## src/rtl/colld_pkg.sv

```systemverilog
`timescale 1ns/1ps
package colld_pkg;
  // Stream position that feeds a given column for a fill direction.
  function automatic int unsigned stream_pos(int unsigned col, int unsigned ncols, bit fwd);
    return fwd ? col : (ncols - 1 - col);
  endfunction

  // Index of the 16-bit group holding a stream position.
  function automatic int unsigned group_of(int unsigned pos, int unsigned grp);
    return pos / grp;
  endfunction

  // Bit position inside its group.
  function automatic int unsigned bit_in_group(int unsigned pos, int unsigned grp);
    return pos % grp;
  endfunction
endpackage

```

## src/rtl/colld_fall_det.sv

```systemverilog
`timescale 1ns/1ps
module colld_fall_det (
  input  logic clk,
  input  logic rst_n,
  input  logic sig,
  output logic fall
);
  logic prev_q;

  always_ff @(posedge clk or negedge rst_n) begin
    if (!rst_n) prev_q <= 1'b0;
    else        prev_q <= sig;
  end

  assign fall = prev_q & ~sig;
endmodule

```

## src/rtl/colld_packer.sv

```systemverilog
`timescale 1ns/1ps
module colld_packer #(
  parameter int GRP = 16
) (
  input  logic           clk,
  input  logic           rst_n,
  input  logic           clear,
  input  logic           take,
  input  logic           wide,
  input  logic [7:0]     din,
  output logic           grp_wr,
  output logic [GRP-1:0] grp_data
);
  localparam int BPG = GRP / 8;
  localparam int BCW = (BPG > 1) ? $clog2(BPG) : 1;

  logic [3:0]     nib_q;
  logic           nib_ph;
  logic [GRP-9:0] acc_q;
  logic [BCW-1:0] byte_cnt;
  logic [7:0]     byte_now;
  logic           byte_vld;

  always_comb begin
    byte_now = wide ? din : {din[3:0], nib_q};
    byte_vld = take & (wide | nib_ph);
    grp_wr   = byte_vld & (byte_cnt == BCW'(BPG - 1));
    grp_data = {byte_now, acc_q};
  end

  always_ff @(posedge clk or negedge rst_n) begin
    if (!rst_n) begin
      nib_q    <= '0;
      nib_ph   <= 1'b0;
      acc_q    <= '0;
      byte_cnt <= '0;
    end else if (clear) begin
      nib_ph   <= 1'b0;
      byte_cnt <= '0;
    end else if (take) begin
      if (!wide) begin
        nib_ph <= ~nib_ph;
        if (!nib_ph) nib_q <= din[3:0];
      end
      if (byte_vld) begin
        acc_q    <= (GRP-8)'({byte_now, acc_q} >> 8);
        byte_cnt <= grp_wr ? '0 : byte_cnt + BCW'(1);
      end
    end
  end
endmodule

```

## src/rtl/colld_select.sv

```systemverilog
`timescale 1ns/1ps
module colld_select #(
  parameter int NGRP = 10,
  parameter int GW   = 4
) (
  input  logic          clk,
  input  logic          rst_n,
  input  logic          lp_fall,
  input  logic          en_in,
  input  logic          grp_wr,
  output logic          cap_en,
  output logic [GW-1:0] grp_idx,
  output logic          done,
  output logic          en_out
);
  logic sel_q;

  assign cap_en = (sel_q | ~en_in) & ~done;

  always_ff @(posedge clk or negedge rst_n) begin
    if (!rst_n) begin
      sel_q   <= 1'b0;
      done    <= 1'b0;
      en_out  <= 1'b1;
      grp_idx <= '0;
    end else if (lp_fall) begin
      sel_q   <= 1'b0;
      done    <= 1'b0;
      en_out  <= 1'b1;
      grp_idx <= '0;
    end else begin
      if (!en_in && !done) sel_q <= 1'b1;
      if (grp_wr) begin
        if (grp_idx == GW'(NGRP - 1)) begin
          done   <= 1'b1;
          en_out <= 1'b0;
          sel_q  <= 1'b0;
        end else begin
          grp_idx <= grp_idx + GW'(1);
        end
      end
    end
  end
endmodule

```

## src/rtl/colld_store.sv

```systemverilog
`timescale 1ns/1ps
module colld_store #(
  parameter int NCOLS = 160,
  parameter int GRP   = 16,
  parameter int GW    = 4
) (
  input  logic             clk,
  input  logic             rst_n,
  input  logic             lp_fall,
  input  logic             blank_n,
  input  logic             frame_inv,
  input  logic             fwd,
  input  logic             grp_wr,
  input  logic [GW-1:0]    grp_idx,
  input  logic [GRP-1:0]   grp_data,
  output logic [NCOLS-1:0] data_q,
  output logic [NCOLS-1:0] line_q,
  output logic [2*NCOLS-1:0] levels
);
  logic [NCOLS-1:0] data_d;

  for (genvar c = 0; c < NCOLS; c++) begin : g_col
    localparam int unsigned PF = colld_pkg::stream_pos(c, NCOLS, 1'b1);
    localparam int unsigned PR = colld_pkg::stream_pos(c, NCOLS, 1'b0);
    localparam int unsigned GF = colld_pkg::group_of(PF, GRP);
    localparam int unsigned GR = colld_pkg::group_of(PR, GRP);
    localparam int unsigned BF = colld_pkg::bit_in_group(PF, GRP);
    localparam int unsigned BR = colld_pkg::bit_in_group(PR, GRP);
    logic hit, nb;
    assign hit = grp_wr & (fwd ? (grp_idx == GW'(GF)) : (grp_idx == GW'(GR)));
    assign nb  = fwd ? grp_data[BF] : grp_data[BR];
    assign data_d[c] = hit ? nb : data_q[c];
    assign levels[2*c +: 2] = blank_n ? {frame_inv, line_q[c]} : 2'b00;
  end

  always_ff @(posedge clk or negedge rst_n) begin
    if (!rst_n) begin
      data_q <= '0;
      line_q <= '0;
    end else begin
      data_q <= data_d;
      if (!blank_n)     line_q <= '0;
      else if (lp_fall) line_q <= data_q;
    end
  end
endmodule

```

## src/rtl/col_loader.sv

```systemverilog
`timescale 1ns/1ps
module col_loader #(
  parameter int NCOLS = 160,
  parameter int GRP   = 16
) (
  input  logic               clk,
  input  logic               rst_n,
  input  logic               dclk,
  input  logic               lpulse,
  input  logic               wide_mode,
  input  logic [7:0]         din,
  input  logic               dir_fwd,
  input  logic               en_a_i,
  input  logic               en_b_i,
  output logic               en_a_o,
  output logic               en_b_o,
  input  logic               blank_n,
  input  logic               frame_inv,
  output logic [2*NCOLS-1:0] levels
);
  localparam int NGRP = NCOLS / GRP;
  localparam int GW   = (NGRP > 1) ? $clog2(NGRP) : 1;

  // Named internal events, visible to the bound checker.
  logic             dclk_fall, lp_fall, take, cap_en;
  logic             grp_wr, done, en_out, en_in;
  logic [GW-1:0]    grp_idx;
  logic [GRP-1:0]   grp_data;
  logic [NCOLS-1:0] data_q, line_q;

  assign en_in  = dir_fwd ? en_a_i : en_b_i;
  assign en_a_o = dir_fwd ? 1'b1 : en_out;
  assign en_b_o = dir_fwd ? en_out : 1'b1;
  assign take   = dclk_fall & cap_en & ~lp_fall;

  colld_fall_det u_dclk_edge (.clk(clk), .rst_n(rst_n), .sig(dclk),   .fall(dclk_fall));
  colld_fall_det u_lp_edge   (.clk(clk), .rst_n(rst_n), .sig(lpulse), .fall(lp_fall));

  colld_packer #(.GRP(GRP)) u_pack (
    .clk(clk), .rst_n(rst_n), .clear(lp_fall), .take(take), .wide(wide_mode),
    .din(din), .grp_wr(grp_wr), .grp_data(grp_data)
  );

  colld_select #(.NGRP(NGRP), .GW(GW)) u_sel (
    .clk(clk), .rst_n(rst_n), .lp_fall(lp_fall), .en_in(en_in), .grp_wr(grp_wr),
    .cap_en(cap_en), .grp_idx(grp_idx), .done(done), .en_out(en_out)
  );

  colld_store #(.NCOLS(NCOLS), .GRP(GRP), .GW(GW)) u_store (
    .clk(clk), .rst_n(rst_n), .lp_fall(lp_fall), .blank_n(blank_n),
    .frame_inv(frame_inv), .fwd(dir_fwd), .grp_wr(grp_wr), .grp_idx(grp_idx),
    .grp_data(grp_data), .data_q(data_q), .line_q(line_q), .levels(levels)
  );
endmodule

```

## config.mk

```make
export PLATFORM = sky130hd
export DESIGN_NAME = col_loader
export DESIGN_NICKNAME = d
export VERILOG_FILES = /design/src/rtl/colld_pkg.sv /design/src/rtl/colld_fall_det.sv /design/src/rtl/colld_packer.sv /design/src/rtl/colld_select.sv /design/src/rtl/colld_store.sv /design/src/rtl/col_loader.sv
export SDC_FILE = /design/constraint.sdc
export NUM_CORES = 1
export LEC_CHECK = 0
export ABC_AREA = 1
export ABC_CLOCK_PERIOD_IN_PS = 5700
export BUFFER_PORTS_ARGS = -buffer_cell sky130_fd_sc_hd__buf_2
export CORE_ASPECT_RATIO = 1.25
export CORE_MARGIN = 2
export CORE_UTILIZATION = 35
export CTS_BUF_LIST = sky130_fd_sc_hd__clkbuf_8
export CTS_CLUSTER_DIAMETER = 120
export DETAILED_ROUTE_END_ITERATION = 10
export GPL_TIMING_DRIVEN = 0
export HOLD_SLACK_MARGIN = 0.03
export PLACE_DENSITY_LB_ADDON = 0.08
export RECOVER_POWER = 100
export SLEW_MARGIN = 20
export SYNTH_ARGS = -nofsm -noshare
export SYNTH_HDL_FRONTEND = slang
export SYNTH_HIERARCHICAL = 1
export SYNTH_SLANG_ARGS = --single-unit
export TNS_END_PERCENT = 20
```

## constraint.sdc

```tcl
create_clock -name clk -period 5.7 [get_ports clk]
set_input_delay 0.855 -clock clk [delete_from_list [all_inputs] [get_ports clk]]
set_output_delay 0.855 -clock clk [all_outputs]
set_load 0.1 [all_outputs]
```

---- Word level (Yosys, flattened, before mapping) ----
Cells that the tools add are included.
Widths: inputs -> output; s select.
operators by class
  muxes and demuxes ....................... 212
  bitwise logic cells ..................... 26
  reductions and logical operators ........ 14
  equal/unequal tests ..................... 12
  add/subtract/negate cells ............... 2
operators by type and width
  operator             count
  $mux 160             2
  $mux 2               160
  $mux 1               46
  $and 1x1->1          17
  $eq 4x3->1 const B   4
  $mux 4               3
  $eq 4x2->1 const B   2
  $eq 4x4->1 const B   2
  $mux 8               1
  $reduce_and 2->1     4
  $reduce_bool 2->1    4
  $not 1->1            7
  $add 4x1->4 const B  1
  $eq 4x1->1 const B   1
  $logic_not 4->1      1
  $ne 2x1->1 const B   2
  $reduce_and 4->1     1
  $reduce_and 3->1     1
  $logic_not 1->1      2
  $ne 2x2->1 const B   1
  $or 1x1->1           2
  $add 1x1->1 const B  1
  $logic_and 1x1->1    1
word-level totals
  register bits after elaboration ......... 343
  bits of input ports ..................... 18
  word-level logic and storage cells ...... 287

---- Longest topological paths before layout ----
Gate-level depths: netlist of run 1.
  depth in word-level cells ............... 12
  depth in mapped cells ................... 17

---- By module ----
The synthesis of run 1 kept the hierarchy.
by module, submodules not included
  module          cells an instance  instances  area each (µm²)
  colld_store     1802               1          15133.3
  colld_packer    94                 1          752.0
  colld_select    45                 1          359.1
  colld_fall_det  3                  2          35.0
  col_loader      9                  1          33.8

---- Worst setup path after synthesis of run 1 ----
Ideal clock, no wire load.
  kind .................................... input port to output port
  start ................................... input port blank_n
  end ..................................... output port levels[101]
  stages on the path ...................... 6
  required time ........................... 4.845 ns
  arrival time ............................ 4.935 ns
  path slack .............................. -0.090 ns
  path through ............................ buf_2 -> buf_2 -> buf_2 -> nand2_1 -> inv_1 -> buf_4
on the way
  word-level cells in the longest chain between the ends .. 1
ends and longest elaborated chain
  what                line               RTL
  start: declaration  col_loader.sv:17   input logic blank_n,
  $mux 2              colld_store.sv:33  assign levels[2*c +: 2] = blank_n ? {frame_inv, line_q[c]} : 2'b00;
  end: declaration    col_loader.sv:19   output logic [2*NCOLS-1:0] levels
No other way between the ends.

---- Worst setup path after layout of run 1 ----
  start ................................... input port blank_n
  end ..................................... output port levels[75]
Same word-level chain as after synthesis.

==> flow_metrics.env, run 1 <==
export IMPL_gp_congestion=0.793
export IMPL_min_period_ps=5060
export IMPL_synth_top_area_cell="dfrtp_1"
export IMPL_netlist_area_sq_mm=0.0163
export IMPL_cts_hold_buffers=0
export IMPL_rr_worst_depth=12
export IMPL_finalNetCount=2378
export IMPL_fin_cells=2984
export IMPL_slew_viol_final=197
export IMPL_p_leak_uw=0.0116
export IMPL_h_tree_depth=2
export IMPL_grt_pass1_vias=13500
export IMPL_max_clock_path_buffers=3
export IMPL_crit_required_ps=4850
export IMPL_path_clk_slew_ps=60
export IMPL_critPathCaptureType="output pin"
export IMPL_overflow=0
export IMPL_start_util_pct=35.4
export IMPL_firstDrtPassIters=5
export IMPL_dpl_hpwl_um=35700
export IMPL_cap_violations=3
export IMPL_totalWireLength_um=50100
export IMPL_synth_ff_latch_count=343
export IMPL_io_buffer_count=339
export IMPL_numCtsBuffers=55
export IMPL_hold_start="lpulse"
export IMPL_r2r_end="u_store/data_q[123]"
export IMPL_worst_setup_path_type="in -> out"
export IMPL_core_area_sq_mm=0.0461
export IMPL_track_usage_pct=20.4
export IMPL_grt_pass1_wl_um=77100
export IMPL_cts_resized=0
export IMPL_worstReg2RegStart="u_lp_edge/prev_q"
export IMPL_dieArea_sq_mm=0.0485
export IMPL_cts_tree="done"
export IMPL_fp_dieW_um=197
export IMPL_syn_inst=1956
export IMPL_clk_latency_ps=610
export IMPL_place_ws_ps=916
export IMPL_violations="max-capacitance violations, max-slew violations"
export IMPL_ant_nets=0
export IMPL_skew_ps=24.0
export IMPL_placed_cells=2886
export IMPL_drive_above_1_share_pct=19.7
export IMPL_synth_common_cells="nand2_1 (578), dfrtp_1 (342), inv_1 (187), nor2_1 (170)"
export IMPL_rsz0062_at_grt="false"
export IMPL_die_h_um=246
export IMPL_startpoint_type="input port"
export IMPL_rrSetupSlack_ps=1540
export IMPL_seq_area_sq_mm=0.00858
export IMPL_rows=88
export IMPL_root_buffer="clkbuf_8"
export IMPL_via_per_inst=4.71
export IMPL_synthToLayoutAreaGrowth_pct=20.2
export IMPL_cts_setup_buffers=0
export IMPL_via_count=14000
export IMPL_route_detailed_drc=0
export IMPL_fin_ws_ps=641
export IMPL_seq_area_frac_synth_pct=52.5
export IMPL_ys_flop_type="dfrtp_1"
export IMPL_period_share_pct=88.8
export IMPL_ys_warn_count=6
export IMPL_worstPathMaxFanout=58
export IMPL_yosysMostFrequentCell="nand2_1"
export IMPL_synthDistinctLibCells=29
export IMPL_fmax_ghz=0.198
export IMPL_hp_class="in -> reg"
export IMPL_synth_avg_cell_area_sq_um=8.36
export IMPL_drt_initial_drc_count=729
export IMPL_synth_edff_count=0
export IMPL_whs_path_depth=1
export IMPL_setup_violations_final=0
export IMPL_synthArstFlopShare_pct=100
export IMPL_netlist_area_leader_share_pct=52.3
export IMPL_syn_nets=1976
export IMPL_max_vdd_ir_drop_uv=152
export IMPL_cts_sinks=343
export IMPL_wl_per_cell_um=16.8
export IMPL_tightestPinTransition_ps=2660
export IMPL_hold_viol_final=0
export IMPL_ios=340
export IMPL_ys_top_cells_by_area="dfrtp_1 (52%), nand2_1 (13%), buf_4 (7.6%)"
export IMPL_fillCellCount=4912
export IMPL_whs_ps=371
export IMPL_multi_input_area_sq_mm=0.00526
export IMPL_grt_start_max_net_pins=90
export IMPL_antenna_found_initial=1
export IMPL_p_per_area_mw_per_mm2=327
export IMPL_relSlewSlack_pct=-77.4
export IMPL_cp_arrival_ps=4200
export IMPL_status="complete, but fails checks"
export IMPL_finish_utilization_pct=42.6
export IMPL_min_to="u_lp_edge/prev_q"
cell type report:
cell class,instances,share of cell area (%)
sequential,343,43.7
multi-input combinational,1151,26.8
buffer,269,8.74
timing repair buffer,345,7.83
clock buffer,68,4.76
inverter,193,3.73
tap,585,3.72
clock inverter,29,0.751
antenna,1,0.0127
metal layers:
| layer | vias to the layer above | global-route usage (%) | part of all wire (%) |
|---|---|---|---|
| met2 | 422 | 35.2 | 49 |
| met3 | 82 | 2.67 | 5.2 |
| met5 | - | 0 | 0 |
| met4 | 0 | 6.83 | 2.8 |
| met1 | 6658 | 26.3 | 43 |
| li1 | 6885 | - | - |
layout by cell type, fill, tap and decap left out, types with 3 or more instances in the layout:
master / n
clkbuf_2: 60
buf_6: 5
o21ai_4: 4
inv_1: 211
nand3_1: 16
nor2_2: 4
clkbuf_1: 268
a21oi_1: 162
clkbuf_8: 68
inv_2: 3
nand3_2: 10
o21ai_2: 12
o21ai_0: 4
nand2_2: 17
buf_2: 112
nor2_1: 171
nand4_1: 166
dfrtp_1: 342
buf_4: 162
clkinvlp_4: 4
nand2_1: 578
per-stage QoR:
step                TNS (ps)  total power, uW  cell area [sq um]
finish                     0             6430              19700
floorplan                  0             4010              16400
global route               0             6730              19700
detailed placement         0             4440              18900
global placement    -1054920             4430              18800
CTS                        0             6540              20000
logic make-up (layout without fill, tap and decap cells):
family,Yosys count,in the layout,share of synthesized area (%)
AO/OA/AOI/OAI,184,184,6.21
buffers and inverters,462,904,15.2
other,0,1,0
AND/OR/NAND/NOR,965,965,25.9
flip-flops,343,343,52.5
adder cells (fa/ha/maj),2,2,0.153
worst max-delay path, cell delays in order:
cell and delay, ps:
buf_2 80, buf_2 360, clkbuf_1 620, buf_2 390, nand2_1 130, clkinvlp_4 510, buf_12 310, buf_12 270
buf_4 140, clkbuf_2 450
how the worst max path moves through the flow:
stage | start | endpoint | slack, ps | depth (start not counted)
global placement | rst_n | u_store/line_q[86] | -3130 | 1
global route | blank_n | levels[75] | 400 | 10
floorplan | blank_n | levels[101] | 950 | 6
finish | blank_n | levels[75] | 640 | 10
detailed placement | blank_n | levels[75] | 920 | 10
CTS | blank_n | levels[75] | 910 | 10
power breakdown:
group	leakage (uW)	switching (uW)	internal, uW	total (uW)
logic	0.00635	1360	281	1640
clock network	0.000635	964	1110	2070
registers	0.00462	92.5	2620	2720
total	0.0116	2420	4020	6430
sequential cells by signal (all words and copies together), names as in the netlist:
register,count
u_dclk_edge/prev_q,1
u_lp_edge/prev_q,1
u_pack/acc_q,8
u_pack/byte_cnt,1
u_pack/nib_ph,1
u_pack/nib_q,4
u_sel/done,1
u_sel/en_out,1
u_sel/grp_idx,4
u_sel/sel_q,1
u_store/data_q,160
u_store/line_q,160
No activity file was read; power rests on OpenSTA's default activity.
==> run 2, diff against run 1 <==
RECOVER_POWER = 50   (was 100)
==> flow_metrics.env, run 2 (same netlist as run 1, synthesis figures left out) <==
export IMPL_io_buffer_count=339
export IMPL_period_share_pct=87.9
export IMPL_fin_ws_ps=688
export IMPL_rrSetupSlack_ps=2640
export IMPL_hold_viol_final=0
export IMPL_min_to="u_lp_edge/prev_q"
export IMPL_grt_pass1_vias=13500
export IMPL_gp_congestion=0.793
export IMPL_dpl_cell_area_sq_mm=0.0189
export IMPL_min_period_ps=5010
export IMPL_status="complete, but fails checks"
export IMPL_fillCellCount=4793
export IMPL_grt_start_max_net_pins=90
export IMPL_fp_dieW_um=197
export IMPL_route_detailed_drc=0
export IMPL_whs_path_depth=1
export IMPL_dieArea_sq_mm=0.0485
export IMPL_design_area_sq_mm=0.0199
export IMPL_die_h_um=246
export IMPL_synthToLayoutAreaGrowth_pct=21.9
export IMPL_grt_pass1_wl_um=77100
export IMPL_antenna_found_initial=1
export IMPL_hold_start="lpulse"
export IMPL_setup_violations_final=0
export IMPL_track_usage_pct=20.4
export IMPL_firstDrtPassIters=7
export IMPL_worst_setup_path_type="in -> out"
export IMPL_ios=340
export IMPL_slew_viol_final=197
export IMPL_clk_latency_ps=610
export IMPL_worstPathMaxFanout=58
export IMPL_rsz0062_at_grt="false"
export IMPL_dpl_hpwl_um=35700
export IMPL_cts_resized=0
export IMPL_cap_violations=3
export IMPL_via_per_inst=4.70
export IMPL_largestRegisters="u_store/data_q (160), u_store/line_q (160), u_pack/acc_q (8)"
export IMPL_layout_common_cells="nand2_1 (578), buf_2 (387), dfrtp_1 (342), inv_1 (211), nor2_1 (171)"
export IMPL_rr_worst_depth=12
export IMPL_skew_ps=23.0
export IMPL_violations="max-capacitance violations, max-slew violations"
export IMPL_drt_initial_drc_count=817
export IMPL_tightestPinTransition_ps=2660
export IMPL_rows=88
export IMPL_layout_cells_most_common="nand2_1"
export IMPL_totalWireLength_um=49900
export IMPL_startpoint_type="input port"
export IMPL_drive_above_1_share_pct=28.9
export IMPL_path_clk_slew_ps=60
export IMPL_p_total_uw=6450
export IMPL_fmax_ghz=0.200
export IMPL_root_buffer="clkbuf_8"
export IMPL_overflow=0
export IMPL_critPathCaptureType="output pin"
export IMPL_h_tree_depth=2
export IMPL_hp_class="in -> reg"
export IMPL_r2r_end="u_store/data_q[123]"
export IMPL_cts_tree="done"
export IMPL_cts_setup_buffers=0
export IMPL_p_leak_uw=0.0125
export IMPL_core_area_sq_mm=0.0461
export IMPL_wl_per_cell_um=16.7
export IMPL_cts_hold_buffers=0
export IMPL_via_count=14000
export IMPL_ant_nets=0
export IMPL_start_util_pct=35.4
export IMPL_numCtsBuffers=55
export IMPL_finalNetCount=2378
export IMPL_worstReg2RegStart="u_lp_edge/prev_q"
export IMPL_place_ws_ps=916
export IMPL_cts_sinks=343
export IMPL_cp_startpoint="blank_n"
export IMPL_relSlewSlack_pct=-77.2
export IMPL_max_vdd_ir_drop_uv=151
export IMPL_max_clock_path_buffers=3
export IMPL_crit_required_ps=4850
export IMPL_cp_arrival_ps=4160
export IMPL_p_per_area_mw_per_mm2=324
export IMPL_finalSetupTns_ps=0
## run 2: worst max-delay path by stage
stage / to / slack [ps]
finish: levels[75] / 690
global route: levels[75] / 430
CTS: levels[75] / 910
detailed placement: levels[75] / 920
global placement: u_store/line_q[86] / -3130
floorplan: levels[101] / 950
## run 2: worst max-delay path: stages
cell and delay (ps):
buf_2 80, buf_2 360, clkbuf_1 620, buf_2 390, nand2_1 130, clkinvlp_4 500
buf_12 310, buf_12 270, buf_4 140, buf_2 420
## run 2: routing by layer
layer  part of all wire [%]  global-route usage, %  up-vias  wire length, um
met5                      0                      0        -                0
met4                    2.8                   6.83        0             1400
met3                    5.2                   2.67       84             2600
met2                     49                   35.2      423            24400
met1                     43                   26.3     6646            21500
li1                       -                      -     6881                -
## run 2: layout make-up
cell class	count	area [sq um]	share of cell area [%]
inverters	193	733	3.68
flip-flops and latches	343	8580	43.1
diodes	1	2.50	0.0126
clock buffers	68	936	4.70
plain buffers	269	1740	8.73
multi-input cells	1151	5260	26.4
repair buffers	345	1800	9.01
well taps	585	732	3.67
clock inverters	29	148	0.741
## run 2: stage by stage
stage | utilization (%) | hold slack (ps) | std cells
after floorplan | - | 442 | 1956
after global placement | 40.7 | 455 | 2880
after detailed placement | 41.1 | 454 | 2886
after CTS | 43.4 | 116 | 2983
after global routing | 43.2 | 355 | 2984
final | 43.2 | 371 | 2984
## run 2: power by group
| group | internal [uW] | switching [uW] |
|---|---|---|
| Sequential | 2620 | 92.3 |
| Combinational | 300 | 1360 |
| Clock | 1110 | 964 |
